**src/rtl/lbs_pkg.sv**
```systemverilog
package lbs_pkg;

    typedef enum logic [2:0] {
        ST_IDLE     = 3'd0,
        ST_WR_ACK   = 3'd1,
        ST_RD_FETCH = 3'd2,
        ST_RD_ACK   = 3'd3,
        ST_RD_HOLD  = 3'd4
    } lbs_state_e;

    typedef enum logic [1:0] {
        CYC_NONE = 2'd0,
        CYC_IORD = 2'd1,
        CYC_IOWR = 2'd2
    } lbs_cyc_e;

endpackage

```
**src/rtl/lbs_decode.sv**
```systemverilog
module lbs_decode
    import lbs_pkg::*;
(
    input  logic     ads_n,
    input  logic     cyc_wr,
    input  logic     cyc_data,
    input  logic     cyc_mem,
    input  logic     cs_hit,
    output lbs_cyc_e kind
);

    logic io_data_hit;

    // Only I/O data cycles that hit the select decode are claimed.
    assign io_data_hit = !ads_n && !cyc_mem && cyc_data && cs_hit;

    always_comb begin
        kind = CYC_NONE;
        if (io_data_hit) begin
            kind = cyc_wr ? CYC_IOWR : CYC_IORD;
        end
    end

endmodule

```
**src/rtl/lbs_fsm.sv**
```systemverilog
module lbs_fsm
    import lbs_pkg::*;
(
    input  logic     clk,
    input  logic     rst_n,
    input  lbs_cyc_e kind,
    input  logic     rdyrtn_n,
    output logic     accept,
    output logic     fetch,
    output logic     wr_strobe,
    output logic     drive,
    output logic     rdy_n
);

    lbs_state_e state_q;
    lbs_state_e state_d;

    // State register
    always_ff @(posedge clk) begin
        if (!rst_n) begin
            state_q <= ST_IDLE;
        end else begin
            state_q <= state_d;
        end
    end

    // Transitions
    always_comb begin
        state_d = state_q;
        unique case (state_q)
            ST_IDLE: begin
                if (kind == CYC_IOWR) begin
                    state_d = ST_WR_ACK;
                end else if (kind == CYC_IORD) begin
                    state_d = ST_RD_FETCH;
                end
            end
            ST_WR_ACK: begin
                state_d = ST_IDLE;
            end
            ST_RD_FETCH: begin
                state_d = ST_RD_ACK;
            end
            ST_RD_ACK: begin
                // Acknowledge sampled at the edge closing the pulse counts,
                // so ready tied to ready-return still completes.
                state_d = rdyrtn_n ? ST_RD_HOLD : ST_IDLE;
            end
            ST_RD_HOLD: begin
                if (!rdyrtn_n) begin
                    state_d = ST_IDLE;
                end
            end
            default: begin
                state_d = ST_IDLE;
            end
        endcase
    end

    // Outputs
    always_comb begin
        accept    = 1'b0;
        fetch     = 1'b0;
        wr_strobe = 1'b0;
        drive     = 1'b0;
        rdy_n     = 1'b1;
        unique case (state_q)
            ST_IDLE: begin
                accept = (kind != CYC_NONE);
            end
            ST_WR_ACK: begin
                wr_strobe = 1'b1;
                rdy_n     = 1'b0;
            end
            ST_RD_FETCH: begin
                fetch = 1'b1;
            end
            ST_RD_ACK: begin
                drive = 1'b1;
                rdy_n = 1'b0;
            end
            ST_RD_HOLD: begin
                drive = 1'b1;
            end
            default: begin
                rdy_n = 1'b1;
            end
        endcase
    end

endmodule

```
**src/rtl/lbs_hold.sv**
```systemverilog
module lbs_hold #(
    parameter int ADDR_W = 8,
    parameter int DATA_W = 32
) (
    input  logic              clk,
    input  logic              rst_n,
    input  logic              accept,
    input  logic [ADDR_W-1:0] addr_in,
    input  logic              capture,
    input  logic [DATA_W-1:0] rdata_in,
    output logic [ADDR_W-1:0] addr_q,
    output logic [DATA_W-1:0] rdata_q
);

    always_ff @(posedge clk) begin
        if (!rst_n) begin
            addr_q  <= '0;
            rdata_q <= '0;
        end else begin
            if (accept) begin
                addr_q <= addr_in;
            end
            if (capture) begin
                rdata_q <= rdata_in;
            end
        end
    end

endmodule

```
**src/rtl/lbus_slave_rdy.sv**
```systemverilog
module lbus_slave_rdy
    import lbs_pkg::*;
#(
    parameter int ADDR_W = 8,
    parameter int DATA_W = 32
) (
    input  logic              clk,
    input  logic              rst_n,
    input  logic              ads_n,
    input  logic              cyc_wr,
    input  logic              cyc_data,
    input  logic              cyc_mem,
    input  logic              cs_hit,
    input  logic [ADDR_W-1:0] addr,
    input  logic [DATA_W-1:0] data_in,
    output logic [DATA_W-1:0] data_out,
    output logic              data_oe,
    output logic              rdy_n,
    input  logic              rdyrtn_n,
    output logic [ADDR_W-1:0] rf_addr,
    output logic              rf_we,
    output logic              rf_re,
    output logic [DATA_W-1:0] rf_wdata,
    input  logic [DATA_W-1:0] rf_rdata
);

    lbs_cyc_e kind;
    logic     accept;
    logic     fetch;
    logic     wr_strobe;
    logic     drive;

    lbs_decode u_decode (
        .ads_n    (ads_n),
        .cyc_wr   (cyc_wr),
        .cyc_data (cyc_data),
        .cyc_mem  (cyc_mem),
        .cs_hit   (cs_hit),
        .kind     (kind)
    );

    lbs_fsm u_fsm (
        .clk       (clk),
        .rst_n     (rst_n),
        .kind      (kind),
        .rdyrtn_n  (rdyrtn_n),
        .accept    (accept),
        .fetch     (fetch),
        .wr_strobe (wr_strobe),
        .drive     (drive),
        .rdy_n     (rdy_n)
    );

    lbs_hold #(
        .ADDR_W (ADDR_W),
        .DATA_W (DATA_W)
    ) u_hold (
        .clk      (clk),
        .rst_n    (rst_n),
        .accept   (accept),
        .addr_in  (addr),
        .capture  (fetch),
        .rdata_in (rf_rdata),
        .addr_q   (rf_addr),
        .rdata_q  (data_out)
    );

    assign data_oe  = drive;
    assign rf_we    = wr_strobe;
    assign rf_re    = fetch;
    assign rf_wdata = data_in;

endmodule

```
**config.mk**
```make
export PLATFORM = sky130hd
export DESIGN_NAME = lbus_slave_rdy
export DESIGN_NICKNAME = d
export VERILOG_FILES = /design/src/rtl/lbs_pkg.sv /design/src/rtl/lbs_decode.sv /design/src/rtl/lbs_fsm.sv /design/src/rtl/lbs_hold.sv /design/src/rtl/lbus_slave_rdy.sv
export SDC_FILE = /design/constraint.sdc
export NUM_CORES = 1
export LEC_CHECK = 0
export ABC_AREA = 0
export BUFFER_PORTS_ARGS = -buffer_cell sky130_fd_sc_hd__buf_4
export CAP_MARGIN = 20
export CORE_UTILIZATION = 31
export CTS_BUF_LIST = sky130_fd_sc_hd__clkbuf_8
export CTS_CLUSTER_SIZE = 20
export DETAILED_ROUTE_END_ITERATION = 10
export GPL_ROUTABILITY_DRIVEN = 1
export PLACE_DENSITY = 0.76
export SLEW_MARGIN = 20
export SYNTH_ARGS = -nofsm -noshare
export SYNTH_HDL_FRONTEND = slang
export SYNTH_HIERARCHICAL = 1
export SYNTH_SLANG_ARGS = --single-unit
export TNS_END_PERCENT = 20
```
**constraint.sdc**
```tcl
create_clock -name clk -period 3.5 [get_ports clk]
set_clock_uncertainty 0.15 [all_clocks]
set_input_delay 0.525 -clock clk [delete_from_list [all_inputs] [get_ports clk]]
set_output_delay 0.525 -clock clk [all_outputs]
set_load 0.01 [all_outputs]
```
* Yosys cells after proc, flatten, opt, wreduce, memory -nomap -nowiden
Index checks and enable logic that the tools add are counted.
Operators by class: add/sub/neg operators 0, $mul 0, div/mod/pow operators 0, magnitude comparators 0, equal/unequal tests 8, shift operators 0, muxes and demuxes 12, bitwise logic cells 0, reduce and logical (&&, ||, !) cells 10
Operator list (count):
- $mux W3 | 4
- $pmux W3 S4 | 1
- $eq A3 B2 Y1 const B | 2
- $mux W1 | 5
- $mux W2 | 2
- $reduce_or A2 Y1 | 2
- $eq A3 B1 Y1 const B | 1
- $eq A3 B3 Y1 const B | 1
- $logic_and A1 B1 Y1 | 3
- $logic_not A3 Y1 | 1
- $ne A3 B1 Y1 const B | 1
- $eq A2 B1 Y1 const B | 1
- $eq A2 B2 Y1 const B | 1
- $logic_not A1 Y1 | 2
- $ne A2 B2 Y1 const B | 1
- $reduce_and A2 Y1 | 1
- $reduce_bool A2 Y1 | 1
Storage, ports and cells: register bits 43, bits in latches 0, bits in writable memories 0, memory bits (read-only) 0, bits of input ports 80, logic and storage cells 33, memories 0

* Logic depth before layout (Yosys ltp)
Gate-level depths: netlist (run 1).
depth after elaboration 9, gate-level depth with buffers 7

* By module
The synthesis (run 1) kept the hierarchy.
Modules (own cells, without submodules):
- lbs_hold | instances 1, cells an instance 129, area an instance 1545.2 um^2, seq. area each 800.8 um^2
- lbus_slave_rdy | instances 1, cells an instance 32, area an instance 240.2 um^2, seq. area each 0.0 um^2
- lbs_fsm | instances 1, cells an instance 19, area an instance 152.6 um^2, seq. area each 60.1 um^2
- lbs_decode | instances 1, cells an instance 3, area an instance 25.0 um^2, seq. area each 0.0 um^2

* Worst setup path after synthesis (run 1)
No wires, ideal clock.
path kind in2reg, start input cyc_data, end register u_hold.addr_q[0], arrival time 1.559 ns, path slack 1.675 ns, stages 7, path buffers 1, cells stage by stage nand2_1 > nor4b_2 > nor2_1 > nor4_1 > buf_4 > mux2i_1 > nor2b_1
Between the ends: cells in the longest elaborated chain, start to end 5
RTL lines:
- from (decl) | RTL line lbus_slave_rdy.sv:11 | input logic cyc_data,
- $logic_and A1 B1 Y1 (2 in a row) | RTL line lbs_decode.sv:15 | assign io_data_hit = !ads_n && !cyc_mem && cyc_data && cs_hit;
- $mux W2 | RTL line lbs_decode.sv:19 | if (io_data_hit) begin
- via kind[1] | RTL line lbus_slave_rdy.sv:27 | lbs_cyc_e kind;
- $reduce_bool A2 Y1 | RTL line lbs_fsm.sv:69 | accept = (kind != CYC_NONE);
- $mux W1 | RTL line lbs_fsm.sv:67 | unique case (state_q)
- via accept | RTL line lbus_slave_rdy.sv:28 | logic accept;
- to (signal assigned) | RTL line lbs_hold.sv:21 | addr_q <= addr_in;
- to (decl) | RTL line lbs_hold.sv:11 | output logic [ADDR_W-1:0] addr_q,
The timed path passes the listed nets, and every way through them passes these cells. A chain may end at the register's enable or synchronous reset.

* Worst setup path after layout (run 1)
start register u_fsm.state_q[1], end output rf_re
Between the ends: cells in the longest elaborated chain, start to end 2
RTL lines:
- from (decl) | RTL line lbs_fsm.sv:15 | lbs_state_e state_q;
- from (signal assigned) | RTL line lbs_fsm.sv:23 | state_q <= state_d;
- $eq A3 B2 Y1 | RTL line lbs_fsm.sv:67
- $mux W1 | RTL line lbs_fsm.sv:67
- to (decl) | RTL line lbus_slave_rdy.sv:22 | output logic rf_re,
No other way between the ends.

==> flow_metrics.tcl, run 1 <==
set metrics [dict create \
    finalWorstSetupSlack_ns 1.21 \
    synth_edf_count 0 \
    synth_cell_types 18 \
    gp_routability_congestion 0.727 \
    clkTransAtPathRegs_ns 0.08 \
    portBuffers 91 \
    cts_buffers 5 \
    h-tree-depth 2 \
    hold_viol 0 \
    syn_area_sq_mm 0.00196 \
    multi_input_area_sq_um 776 \
    syn_area_per_cell_sq_um 10.7 \
    status "completed" \
    grt_pass1_wl_mm 5.53 \
    cap_violations 0 \
    post-route-period-util_pct 65.5 \
    grt_use_total_pct 11.2 \
    worst_pin_slew_ns 0.420 \
    setup_viol 0 \
    nFillCells 596 \
    area_growth_pct 28.4 \
    diodes 0 \
    power_density_mw_per_mm2 351 \
    hold_class "in -> reg" \
    yosysTopAreaCellShare_pct 43.8 \
    yosysTopAreaCell "dfxtp_1" \
    synthTopCellsByArea "dfxtp_1 44%, mux2i_1 20%, nor2b_1 13%, buf_4 13%, buf_12 3.1%" \
    peakVddDrop_v 0.000155 \
    first_iter_violations 47 \
    crit_arrival_ns 1.62 \
    crit_fanout 23 \
    cp-end-kind "primary output" \
    slew_violations 0 \
    die_h_microns 81.6 \
    routed_via_density 4.26 \
    ant_nets 0 \
    grt_max_degree 43 \
    async_flop_share_pct 0 \
    die_area_sq_mm 0.00666 \
    cp.required_ns 2.82 \
    layout_min_cycle_time_ns 2.29 \
    cts_tree "yes" \
    synthFlopType "dfxtp_1" \
    path_cells "inv_1 > nor3_2 > buf_4 > buf_4" \
    leakage_nw 1.02 \
    ys_seq_area_share_pct 43.8 \
    fin_nets 323 \
    holdWs_ns 0.329 \
    slew_headroom_pct 71.7 \
    post_cts_buffers 0 \
    antenna_found_initial 0 \
    syn-num-nets 263 \
    dr.pass1.iters 2 \
    critPathLaunchType "flip-flop" \
    ctsResizeCount 0 \
    wl_per_cell_microns 11.9 \
    core_sq_mm 0.00603 \
    critPathMaxStageDelay_ns 0.41 \
    crit_slowest_cell "dfxtp_1" \
    dp_slack_ns 1.45 \
    cts_root_buf "clkbuf_8" \
    globalRouteOverflowTotal 0 \
    synth_warnings 6 \
    holdBufCountCts 0 \
    ys_seq_elements 43 \
    register_area_sq_um 861 \
    clock.fmax_mhz 436 \
    p_total_uw 886 \
    vias 1359 \
    initial_core_util_pct 32.6 \
    drc 0 \
    grt_pass1_vias 1272 \
    drive_gt1_share_pct 42.6 \
    clk_latency_ns 0.28 \
    routed_wl_mm 3.80 \
    die_w_microns 81.6 \
    hpwlAfterDp_mm 2.81 \
    rsz0062_at_grt "false" \
    cts_sinks 43 \
    setup.worst_path.class "reg -> out" \
    num_rows 28 \
    tns_ns 0 \
    syn_inst 183 \
    ios 156 \
    cp_common_cell "buf_4" \
    clock_path_buffers 2 \
]
## worst max-delay path, delay by kind of cell (launching register included)
| family | cells | cell delay, ns |
|---|---|---|
| buffers and inverters | 3 | 0.70 |
| DFF | 1 | 0.41 |
| and+or+nand+nor | 1 | 0.22 |
## state kept, by name (all words and copies together) (netlist names)
| name | count |
|---|---|
| u_hold/addr_q | 8 |
| u_fsm/state_q | 3 |
| u_hold/rdata_q | 32 |
## where the power goes
group	internal, mW	switching, mW
Combinational	0.0623	0.0324
Clock	0.134	0.155
Sequential	0.497	0.00480
## final cells by class
cell class / instances / area share [%]
multi-input cells: 98 / 30.8
clock inverters: 3 / 0.496
repair buffers: 94 / 28.0
inverters: 1 / 0.149
clock buffers: 5 / 2.73
well taps: 75 / 3.72
flip-flops and latches: 43 / 34.1
## cell usage in the layout (no fill, tap or decap)
| cell type | instances |
|---|---|
| nor4b_2 | 1 |
| inv_1 | 3 |
| nor3_2 | 1 |
| nand2_1 | 3 |
| nor2b_1 | 40 |
| dfxtp_1 | 43 |
| or3b_1 | 2 |
| clkinv_2 | 1 |
| buf_4 | 94 |
| a21oi_1 | 2 |
| nor4_1 | 1 |
| nor2_1 | 2 |
| nand3b_1 | 1 |
| clkbuf_8 | 5 |
| mux2i_1 | 40 |
| a21oi_2 | 1 |
| nand2b_1 | 3 |
| nor4_2 | 1 |
## Yosys cell counts, types with 2 or more instances
master / number
mux2i_1: 40
buf_4: 33
clkbuf_1: 4
buf_12: 3
nor2_1: 2
a21oi_1: 2
or3b_1: 2
nor2b_1: 40
nand2_1: 3
dfxtp_1: 43
nor4_1: 2
nand2b_1: 3
## worst paths after layout
kind / slack [ns] / depth (start not counted) / startpoint / to
worst max-delay path: 1.21 / 4 / u_fsm/state_q[1] / rf_re
worst min-delay path: 0.33 / 3 / rdyrtn_n / u_fsm/state_q[2]
worst max register to register: 1.79 / 5 / u_fsm/state_q[1] / u_hold/rdata_q[10]
worst min register to register: 0.37 / 2 / u_hold/rdata_q[2] / u_hold/rdata_q[2]
## logic make-up after synthesis
group,after synthesis,synth area share [%]
AOI/OAI and AO/OA,3,0.956
and+or+nand+nor,55,17.6
muxes,40,20.4
buffers and inverters,42,17.2
DFF,43,43.8
## routing by layer
layer	GRT usage [%]	up-vias	routed length, microns
met5	0	-	0
met4	4.74	0	84
met3	5.78	16	367
met2	19.3	73	1790
met1	11.3	590	1550
li1	-	680	-
## per-stage QoR
| stage | utilization [%] | instance area (sq um) | std cells |
|---|---|---|---|
| global placement | 40.5 | 2440 | 311 |
| floorplan | - | 1960 | 183 |
| CTS | 41.8 | 2520 | 319 |
| global route | 41.8 | 2520 | 319 |
| detailed placement | 40.5 | 2440 | 311 |
| finish | 41.8 | 2520 | 319 |
Power figures use the tool's default switching activity.
==> run 2: changes to the inputs <==
--- a/config.mk
+++ b/config.mk
@@ -5,7 +5,7 @@
 export SDC_FILE = /design/constraint.sdc
 export NUM_CORES = 1
 export LEC_CHECK = 0
-export ABC_AREA = 0
+export ABC_AREA = 1
 export BUFFER_PORTS_ARGS = -buffer_cell sky130_fd_sc_hd__buf_4
 export CAP_MARGIN = 20
 export CORE_UTILIZATION = 31
@@ -13,7 +13,7 @@
 export CTS_CLUSTER_SIZE = 20
 export DETAILED_ROUTE_END_ITERATION = 10
 export GPL_ROUTABILITY_DRIVEN = 1
-export PLACE_DENSITY = 0.76
+export PLACE_DENSITY = 0.75
 export SLEW_MARGIN = 20
 export SYNTH_ARGS = -nofsm -noshare
 export SYNTH_HDL_FRONTEND = slang
==> constraint.sdc (replaced) <==
create_clock -name clk -period 1.9 [get_ports clk]
set_clock_uncertainty 0.15 [all_clocks]
set_input_delay 0.285 -clock clk [delete_from_list [all_inputs] [get_ports clk]]
set_output_delay 0.285 -clock clk [all_outputs]
set_load 0.01 [all_outputs]
==> run 2 against run 1 <==
Worst setup slack worse by 1.1 ns. Sequential share of layout area fell by 4.8 points. Global-route usage shrank 0.099 points. Largest cell class is now multi-input gates. Largest power group unchanged.
==> flow_metrics.tcl, run 2 <==
set metrics [dict create \
    syn_area_per_cell_sq_um 7.34 \
    p_int_mw 1.57 \
    wl_per_cell_microns 9.39 \
    cts_sinks 43 \
    ys_seq_elements 43 \
    async_flop_share_pct 0 \
    critPathLaunchType "flip-flop" \
    grt_use_total_pct 11.1 \
    cts_tree "yes" \
    power_density_mw_per_mm2 744 \
    syn_inst 322 \
    final_common_cell "buf_4" \
    finalWorstSetupSlack_ns 0.152 \
    worst_pin_slew_ns 0.516 \
    syn_area_sq_mm 0.00236 \
    dr.pass1.iters 4 \
    clock_path_buffers 2 \
    ys_seq_area_share_pct 36.4 \
    h-tree-depth 2 \
    synthTopCellsByArea "dfxtp_1 36%, nand2_2 11%, buf_4 10%, nor2_1 8.9%, nor2_2 8.5%" \
    cap_violations 0 \
    cts_buffers 5 \
    synth_edf_count 0 \
    cp-end-kind "primary output" \
    regMostFlops "u_hold/rdata_q" \
    hold_viol 0 \
    clkTransAtPathRegs_ns 0.08 \
    power_frac_seq_pct 46.6 \
    die_w_microns 89.3 \
    leakage_nw 1.50 \
    grt_pass1_wl_mm 6.97 \
    setup_viol 0 \
    synthFlopType "dfxtp_1" \
    area_growth_pct 23.9 \
    cp.required_ns 1.46 \
    hold_depth 2 \
    routed_wl_mm 4.51 \
    nFillCells 766 \
    layout_min_cycle_time_ns 1.75 \
    cts_root_buf "clkbuf_8" \
    switching_power_uw 604 \
    grt_max_degree 43 \
    vias 1870 \
    portBuffers 91 \
    switching_share_pct 27.7 \
    antenna_found_initial 0 \
    layout_common_cells "93 x buf_4, 56 x nor2_1, 48 x inv_1, 48 x nand2_1, 43 x dfxtp_1" \
    p_comb_share_pct 24.9 \
    fin_nets 460 \
    largest_register_ff_count 32 \
    die_h_microns 89.3 \
    core_sq_mm 0.00729 \
    slew_violations 0 \
    status "completed" \
    ys_top_cells_by_count "56 x nor2_1, 48 x inv_1, 48 x nand2_1" \
    slew_headroom_pct 65.6 \
    diodes 0 \
    crit_arrival_ns 1.31 \
    die_area_sq_mm 0.00798 \
    ios 156 \
    hold_class "in -> reg" \
    clk_latency_ns 0.28 \
    syn-num-nets 402 \
    drive_gt1_share_pct 46.7 \
    ff2ff_path_depth 7 \
    ant_nets 0 \
    tns_ns 0 \
    clock.fmax_mhz 572 \
    synth.most_common_cell "nor2_1" \
    routed_via_density 3.90 \
    timing.reg2reg.setup_slack_ns 0.48 \
    first_iter_violations 57 \
    yosysTopAreaCellShare_pct 36.4 \
    synth_warnings 6 \
    drc 0 \
    post-route-period-util_pct 92.0 \
    crit_fanout 17 \
    top_regs "u_hold/rdata_q x32, u_hold/addr_q x8, u_fsm/state_q x3" \
    rsz0062_at_grt "false" \
    peakVddDrop_v 0.000331 \
    synth_cell_types 17 \
    hpwlAfterDp_mm 3.15 \
    num_rows 31 \
    yosysTopAreaCell "dfxtp_1" \
    setup.worst_path.class "reg -> out" \
    ctsResizeCount 0 \
    grt_pass1_vias 1638 \
    globalRouteOverflowTotal 0 \
    initial_core_util_pct 32.4 \
    clkPwrFrac_pct 28.5 \
    dp_slack_ns 0.374 \
    register_area_sq_um 861 \
    gp_routability_congestion 0.627 \
    multi_input_area_sq_um 901 \
]
-- run 2: area by class of cell --
type | instances | share of cell area [%]
Clock buffer | 7 | 3.29
Multi-Input combinational cell | 186 | 30.8
Inverter | 48 | 6.15
Sequential cell | 43 | 29.4
Timing Repair Buffer | 96 | 26.1
Clock inverter | 1 | 0.128
Tap cell | 99 | 4.23
-- run 2: kinds of logic after synthesis --
kind of cell | Yosys count | share of synthesized area (%)
compound gates | 1 | 0.212
buf+inv | 93 | 25.5
flops | 43 | 36.4
simple gates | 185 | 37.9
-- run 2: critical path: stages (launching register included) --
cell and delay, ns:
dfxtp_1 0.32, inv_1 0.14, nand3_1 0.13, inv_2 0.13, buf_12 0.17, buf_4 0.14
-- run 2: repair_timing --
item / in CTS / in global routing
buffers inserted: 0 / 1
endpoints found under the setup margin: 0 / 1
hold buffers: 0 / 0
-- run 2: power groups by stage --
stage | registers (mW) | logic (mW) | clock network (mW)
2_1_floorplan | 1.06 | 0.386 | 0
4_1_cts | 1.02 | 0.535 | 0.663
3_3_place_gp | 1.03 | 0.523 | 0
3_5_place_dp | 1.04 | 0.533 | 0
6_report | 1.02 | 0.542 | 0.621
5_1_grt | 1.03 | 0.609 | 0.692
-- run 2: path summary, 6_finish.rpt --
path,endpoint,start
hold / removal,u_fsm/state_q[2],rdyrtn_n
setup / recovery,rf_re,u_fsm/state_q[2]
setup reg to reg,u_hold/rdata_q[13],u_fsm/state_q[0]
hold reg to reg,u_hold/addr_q[3],u_hold/addr_q[3]
-- run 2: per-stage QoR --
step	util (%)	cell area, sq um	power [mW]	hold WS (ns)	cells
finish	40.2	2930	2.18	0.0938	480
global route	40.2	2930	2.33	0.100	480
CTS	39.7	2900	2.21	0.0784	478
detailed placement	38.3	2800	1.57	0.316	470
global placement	38.3	2800	1.56	0.316	470
floorplan	-	2360	1.45	0.268	322
-- run 2: metal layers --
layer | GRT usage, % | vias to the layer above | wire (microns)
li1 | - | 1000 | -
met1 | 13.1 | 796 | 2090
met2 | 18.7 | 68 | 2040
met3 | 3.79 | 6 | 339
met4 | 3.90 | 0 | 38
met5 | 0 | - | 0
==> run 3: changes to the inputs <==
--- a/config.mk
+++ b/config.mk
@@ -9,7 +9,7 @@
 export BUFFER_PORTS_ARGS = -buffer_cell sky130_fd_sc_hd__buf_4
 export CAP_MARGIN = 20
 export CORE_UTILIZATION = 31
-export CTS_BUF_LIST = sky130_fd_sc_hd__clkbuf_8
+export CTS_BUF_LIST = sky130_fd_sc_hd__clkbuf_2 sky130_fd_sc_hd__clkbuf_4 sky130_fd_sc_hd__clkbuf_8
 export CTS_CLUSTER_SIZE = 20
 export DETAILED_ROUTE_END_ITERATION = 10
 export GPL_ROUTABILITY_DRIVEN = 1
==> run 3 against run 2 <==
Clock power grew 3%. Die area did not move. Global-route usage stayed put. Maximum frequency decreased by 0.15%. Worst setup slack got worse by 0.0026 ns. Register-to-register slack barely moved. Total power is 0.91% higher.
==> flow_metrics.tcl, run 3 (synthesis results as in run 2) <==
set metrics [dict create \
    rsz0062_at_grt "false" \
    drc 0 \
    fin_nets 460 \
    first_iter_violations 57 \
    grt_max_degree 43 \
    ctsResizeCount 0 \
    setup_viol 0 \
    crit_arrival_ns 1.32 \
    leakage_nw 1.50 \
    routed_wl_mm 4.51 \
    ant_nets 0 \
    setup.worst_path.class "reg -> out" \
    dr.pass1.iters 4 \
    h-tree-depth 2 \
    cts_tree "yes" \
    grt_use_total_pct 11.1 \
    die_area_sq_mm 0.00798 \
    grt_pass1_vias 1638 \
    globalRouteOverflowTotal 0 \
    cts_root_buf "clkbuf_8" \
    vias 1872 \
    cp_num_buf_inv 4 \
    initial_core_util_pct 32.4 \
    routed_via_density 3.90 \
    hpwlAfterDp_mm 3.15 \
    critPathLaunchType "flip-flop" \
    gp_routability_congestion 0.627 \
    tns_ns 0 \
    largest_register_ff_count 32 \
    clkTransAtPathRegs_ns 0.08 \
    cap_violations 0 \
    holdWs_ns 0.0938 \
    antenna_found_initial 0 \
    slew_violations 0 \
    portBuffers 91 \
    clk_latency_ns 0.28 \
    area_growth_pct 24.1 \
    timing.reg2reg.setup_slack_ns 0.48 \
    crit_fanout 17 \
    layout_common_cells "93 x buf_4, 56 x nor2_1, 48 x nand2_1" \
    fin_area_sq_mm 0.00293 \
    cts_buffers 5 \
    slew_headroom_pct 65.6 \
    core_sq_mm 0.00729 \
    dp_slack_ns 0.374 \
    cp.required_ns 1.46 \
    critPathMaxStageDelay_ns 0.32 \
    cts_sinks 43 \
    peakVddDrop_v 0.000332 \
    diodes 0 \
    clock_path_buffers 2 \
    finalWorstSetupSlack_ns 0.149 \
    layout_min_cycle_time_ns 1.75 \
    hold_viol 0 \
    drive_gt1_share_pct 47.0 \
    cp_top_family "buffers and inverters" \
    path_cells "inv_1 > nand3_1 > inv_2 > buf_12 > buf_4" \
    placedInstanceArea_sq_mm 0.00280 \
    top_regs "u_hold/rdata_q x32, u_hold/addr_q x8, u_fsm/state_q x3" \
    wl_per_cell_microns 9.39 \
    die_h_microns 89.3 \
    final_common_cell "buf_4" \
    hold_class "in -> reg" \
    regMostFlops "u_hold/rdata_q" \
    grt_pass1_wl_mm 6.97 \
    worst_pin_slew_ns 0.516 \
    cp-end-kind "primary output" \
    clock.fmax_mhz 571 \
    die_w_microns 89.3 \
    num_rows 31 \
    status "completed" \
    ios 156 \
    power_density_mw_per_mm2 750 \
    crit_slowest_cell "dfxtp_1" \
    post-route-period-util_pct 92.1 \
]
[run 3: cell count changes in the layout (fill, tap and decap cells not counted), sizes merged]
cell / delta
inv: -1
clkbuf: +1
[run 3: final cells by class]
type | count | area (sq um)
sequential | 43 | 861
clock buffer | 8 | 104
fill | 766 | 4360
timing repair buffer | 96 | 763
multi-input combinational | 186 | 901
inverter | 48 | 180
tap | 99 | 124
[run 3: worst paths after layout]
check                        to             start  cells after the start
min reg2reg    u_hold/addr_q[3]  u_hold/addr_q[3]                      2
max reg2reg  u_hold/rdata_q[13]  u_fsm/state_q[0]                      7
max                       rf_re  u_fsm/state_q[2]                      5
min            u_fsm/state_q[2]          rdyrtn_n                      2
[run 3: report_power, final]
group	leakage (nW)	total (mW)	internal (mW)	switching (mW)
Sequential	0.350	1.02	0.973	0.0421
Clock	0.0549	0.641	0.346	0.295
Combinational	1.09	0.542	0.275	0.267
[run 3: per-layer routing]
layer | track usage (%) | wire, microns | share of wire, % | vias up
li1 | - | - | - | 1000
met1 | 13.1 | 2110 | 47 | 798
met2 | 18.7 | 2040 | 45 | 68
met3 | 3.79 | 325 | 7.2 | 6
met4 | 3.90 | 38 | 0.84 | 0
met5 | 0 | 0 | 0 | -
[run 3: stage by stage]
stage | utilization (%) | total power, mW | instances
after floorplan | - | 1.45 | 322
after global placement | 38.3 | 1.56 | 470
after detailed placement | 38.3 | 1.57 | 470
after CTS | 39.8 | 2.23 | 478
after global routing | 40.2 | 2.35 | 480
final | 40.2 | 2.20 | 480
[run 3: what timing repair did]
action,CTS,global route
buffers inserted,0,1
hold endpoints to repair,0,0
hold buffers,0,0
endpoints found under the setup margin,0,1
